===== src/rtl/conv_sequencer.sv =====
`timescale 1ns/1ps
module conv_sequencer #(
  parameter int W    = 16,
  parameter int STEP = 4,
  parameter int RS   = 2
) (
  input  logic         clk,
  input  logic         rst_n,
  input  logic         run,
  input  logic         ext_mode,
  input  logic         sync_cmd,
  input  logic         osc_tick,
  input  logic         bal_pulse,
  input  logic [1:0]   chan_mode,
  input  logic [1:0]   len_sel,
  input  logic [1:0]   range_sel,
  output logic         chan2_sel,
  output logic [W-1:0] result,
  output logic [W-1:0] cycles,
  output logic         done
);
  localparam int CW = 4 * STEP + 1;
  localparam int SW = W + 3 * RS;

  logic          active, pass;
  logic [CW-1:0] ticks, ticks_n, limit;
  logic [W-1:0]  acc, acc_n, first, scaled, diff, tick_out;
  logic [SW-1:0] wide;
  logic          subtract, win_end;

  assign subtract = (chan_mode == 2'd3);
  assign chan2_sel = (chan_mode == 2'd1) || (subtract && pass);

  assign ticks_n = (osc_tick && !(&ticks)) ? ticks + CW'(1) : ticks;
  assign acc_n   = (bal_pulse && !(&acc)) ? acc + W'(1) : acc;
  assign limit   = CW'(1) << (STEP * (int'(len_sel) + 1));

  assign win_end = active && (ext_mode ? sync_cmd : (osc_tick && ticks_n == limit));

  assign wide     = SW'(acc_n) << (RS * int'(range_sel));
  assign scaled   = ((wide >> W) != '0) ? '1 : W'(wide);
  assign diff     = (first >= scaled) ? first - scaled : '0;
  assign tick_out = ((ticks_n >> W) != '0) ? '1 : W'(ticks_n);

  always_ff @(posedge clk or negedge rst_n) begin
    if (!rst_n) begin
      active <= 1'b0;
      pass   <= 1'b0;
      ticks  <= '0;
      acc    <= '0;
      first  <= '0;
      result <= '0;
      cycles <= '0;
      done   <= 1'b0;
    end else begin
      done <= 1'b0;
      if (!run) begin
        active <= 1'b0;
        pass   <= 1'b0;
        ticks  <= '0;
        acc    <= '0;
      end else if (!active) begin
        active <= !ext_mode || sync_cmd;
        pass   <= 1'b0;
        ticks  <= '0;
        acc    <= '0;
      end else if (win_end) begin
        ticks <= '0;
        acc   <= '0;
        if (subtract && !pass) begin
          first <= scaled;
          pass  <= 1'b1;
        end else begin
          pass   <= 1'b0;
          result <= subtract ? diff : scaled;
          cycles <= tick_out;
          done   <= 1'b1;
        end
      end else begin
        ticks <= ticks_n;
        acc   <= acc_n;
      end
    end
  end
endmodule


===== config.mk =====
export PLATFORM = sky130hd
export DESIGN_NAME = conv_sequencer
export DESIGN_NICKNAME = d
export VERILOG_FILES = /design/src/rtl/conv_sequencer.sv
export SDC_FILE = /design/constraint.sdc
export NUM_CORES = 1
export LEC_CHECK = 0
export ABC_CLOCK_PERIOD_IN_PS = 4800
export CAP_MARGIN = 20
export CORE_MARGIN = 8
export CORE_UTILIZATION = 45
export CTS_BUF_LIST = sky130_fd_sc_hd__clkbuf_8
export DETAILED_ROUTE_END_ITERATION = 16
export GPL_ROUTABILITY_DRIVEN = 0
export HOLD_SLACK_MARGIN = 0.1
export PLACE_DENSITY = 0.75
export SYNTH_ARGS = -nofsm -noshare
export SYNTH_HDL_FRONTEND = slang
export SYNTH_SLANG_ARGS = --single-unit

===== constraint.sdc =====
create_clock -name clk -period 4.8 [get_ports clk]
set_input_delay 0.48 -clock clk [delete_from_list [all_inputs] [get_ports clk]]
set_output_delay 0.48 -clock clk [all_outputs]
set_load 0.02 [all_outputs]

==> metrics.md <==
| Metric | Value |
|---|---|
| CP arrival | 4790 ps |
| Comb pwr share | 0.381 |
| Clock latency on the worst-skew pair | 380 ps |
| Port Buffers | 46 |
| Max frequency | 0.2230 GHz |
| Met2 WL | 7.828 mm |
| Synthesis warning total | 0 |
| Final Hold Fails | 0 |
| Status | finished clean |
| Yosys cell types | 83 |
| Post-synthesis sequential area ratio | 0.3513 |
| Synth Cell Area | 5983 µm² |
| Flops & latches, synth | 84 |
| Detailed-placement wirelength estimate | 12.14 mm |
| Layout cells sized above 1 | 0.1257 |
| Top delay family on crit path | simple AND/OR/NAND/NOR gates |
| Fin nets | around 720 |
| Inserted Diodes | 0 |
| Ports | 47 |
| Worst path most repeated cell | buf_4 |
| Setup-failing EPs final | 0 |
| Layout area overhead | 14.66% |
| Filler cells | ~1200 |
| Worst Path Buf+Inv | 4 |
| Synth Instances | 643 |
| Net Count, Synth | just under 700 |
| DIE HEIGHT | 131.3 µm |
| Hold Path Stages | 1 |
| Pwr Density | 321.3 nW/µm² |
| EDFF count, synth | 0 |
| Seq pwr share | 0.403 |
| Inst Count DP | 850 |
| Setup TNS | 0 ps |
| Slew margin rel. | 0.5558 |
| Pleak | ~0.0029 µW |
| Crit Path Class | register to register |
| Slowest stage delay, CP | between 400 and 500 ps |
| Worst Setup Start Kind | register |
| Pint | 1393 µW |
| DR DRC count | 0 |
| First-pass GRT wire length | about 27 mm |
| Crit path max fanout | 8 |
| Setup crit end kind | register |
| P_sw | 811.7 µW |
| Post-route ant nets | 0 |
| CTS H-tree depth | 3 |
| Wire per inst | 18.60 µm |
| Min-Delay Startpoint | first[7] |
| Actual slew at the worst max-slew pin | 663.3 ps |
| CTS sink count | 84 |
| Metal-1 WL | 6.887 mm |
| Path type of the worst min-delay path | register to register |
| FFs w/ async S/R, synth | 1.000 |
| Vias in the first global route | 5297 |
| Slew Viols, Final | 0 |
| Most frequent cells in the layout | 83 x dfrtp_1, 66 x a31oi_1, 60 x nor2_1 |
| TritonCTS clock tree | done |
| Critical-path top delay cell | nor4_2 |
| Critical path required time | ~5100 ps |
| Critical path cell sequence | ha_2 -> and4_1 -> nand4_1 -> buf_4 -> o21ai_1 -> buf_4 -> o311ai_1 -> nor4_2 -> o21ai_1 -> ha_1 -> inv_1 -> fa_1 -> nand3_1 -> a21oi_1 -> nor3_1 -> o311a_1 -> nor2_1 -> buf_4 -> a32oi_1 -> a31oi_1 |
| R2R Path End | result[7] |
| Initial Util | 0.4554 |
| GRT Util Overall | 0.1880 |
| Drt total wl | around 16 mm |
| Max clock buf depth | 2 |
| Hold Path Sink | first[7] |
| Worst R2R Setup Slack | 320 ps |
| Grt ovf | 0 |
| Worst reg2reg path depth | 20 |
| Minimum clock period | about 4500 ps |
| Rows | 42 |
| Clock slew at reported path FFs | 90 ps |
| DRT Pass-1 Iters | 5 |
| Total Die Area | 17240 µm² |
| Final non-filler cell total | 868 |
| Commonest non-fill, non-tap cell in the layout | dfrtp_1 |
| Area of the core | between 10000 and 15000 µm² |
| Syn avg cell area | 9.305 µm² |
| Initial DRC count | 371 |
| Overall die width | around 130 µm |
| Root Buffer | clkbuf_8 |
| Num CTS Buffers | 9 |
| Vias/cell | around 6.2 |
| Top Metal Used | met4 |
| Via count | 5369 |
| Metal3 WL | 797 µm |
| Maxcap violations | 0 |
| Period utilisation layout | 0.9342 |
| Synth Flop Type | dfrtp_1 |
| Sw frac | 0.3682 |
| Initial antenna violation count | 0 |
| Reg2reg start | acc[1] |
| Worst Skew | 15.75 ps |
| Max IR drop VDD | between 0.15 and 0.2 mV |
| Clk pwr share | 0.216 |
| Largest net degree at the start of global routing | 44 |
[synthesized netlist by cell type, drive strengths merged (7+ instances only)]
cell / number / area (µm²)
and4: 7 / 61.31
nor4: 7 / 65.06
mux2i: 20 / 212.7
nor3: 16 / 90.09
nand2: 40 / 150.1
ha: 21 / 262.8
nor2: 60 / 225.2
o21ai: 20 / 100.1
nand3: 13 / 70.07
mux2: 11 / 127.6
dfrtp: 84 / 2102
a31oi: 66 / 412.9
a21o: 12 / 90.09
xor2: 12 / 105.1
a21oi: 22 / 110.1
xnor2: 27 / 236.5
a22oi: 7 / 52.55
buf: 21 / 161.4
nand4: 19 / 182.7
inv: 28 / 105.1
clkbuf: 21 / 81.33
[through the flow]
stage	utilization	hold slack (ps)	cell area [µm²]	setup WS, ps	power [µW]
floorplan	-	184.4	5983	596.6	1386
global placement	0.5051	494.5	6636	283.9	1708
detailed placement	0.5051	503.7	6636	174.2	1732
CTS	0.5191	527.2	6820	170.9	2209
global route	0.5222	544.0	6860	-5.411	2327
finish	0.5222	524.0	6860	315.7	2205
[routing by layer]
| layer | track usage | vias up |
|---|---|---|
| li1 | - | 2502 |
| met5 | 0 | - |
| met4 | 0.1008 | 0 |
| met2 | 0.3123 | 210 |
| met3 | 0.03125 | 45 |
| met1 | 0.2296 | 2612 |
[worst max-delay path by stage]
| stage | start | end | slack, ps | cells after the start |
|---|---|---|---|---|
| 2_1_floorplan | acc[0] | result[15] | 600 | 17 |
| 3_5_place_dp | bal_pulse | result[15] | 170 | 18 |
| 5_1_grt | acc[0] | result[12] | -5 | 18 |
| 6_report | acc[1] | result[7] | 320 | 20 |
| 3_3_place_gp | bal_pulse | result[15] | 280 | 17 |
| 4_1_cts | acc[0] | result[15] | 170 | 17 |
[worst reg2reg max path: cells and delay by family, from the launching register on]
| family | cells | cell delay [ps] |
|---|---|---|
| compound gates | 7 | 1240 |
| buf+inv | 4 | 620 |
| simple gates | 6 | 1400 |
| fa+ha+maj | 3 | 730 |
| flops | 1 | 430 |
[sequential cells by signal, indices dropped and copies added (netlist names)]
| name | count |
|---|---|
| cycles | 16 |
| ticks | 17 |
| pass | 1 |
| acc | 16 |
| result | 16 |
| first | 16 |
| done | 1 |
| active | 1 |
[final cells by class]
class | count | area [µm²] | share of cell area
Inverter | 30 | 112.6 | 0.01641
Clock buffer | 10 | 137.6 | 0.02006
Sequential cell | 84 | 2103 | 0.3066
Multi-Input combinational cell | 487 | 3552 | 0.5178
Timing Repair Buffer | 76 | 698.2 | 0.1018
Tap cell | 176 | 220.2 | 0.03210
Clock inverter | 5 | 36.28 | 0.005289
[logic make-up after synthesis]
logic type | count (synthesis) | share of synthesized area
AOI/OAI and AO/OA | 186 | 0.2185
xor gates and xnor gates | 40 | 0.06085
adders and majority gates | 22 | 0.04726
buffers and inverters | 72 | 0.05939
DFF | 84 | 0.3513
muxes | 35 | 0.07194
and+or+nand+nor | 204 | 0.1907
[power by group through the flow]
stage               Clock [µW]  Combinational, µW  Sequential [µW]
floorplan                    0                400              987
global placement             0                811              896
detailed placement           0                829              902
CTS                        489                832              888
global route               515                910              902
finish                     477                839              889
[timing repair]
item,4_1_cts,5_1_grt
endpoints found under the setup margin,0,16
hold buffers,1,0
hold endpoints to repair,1,0
buffers inserted,0,2
gates resized for setup,0,7
Power figures use the tool's default switching activity.
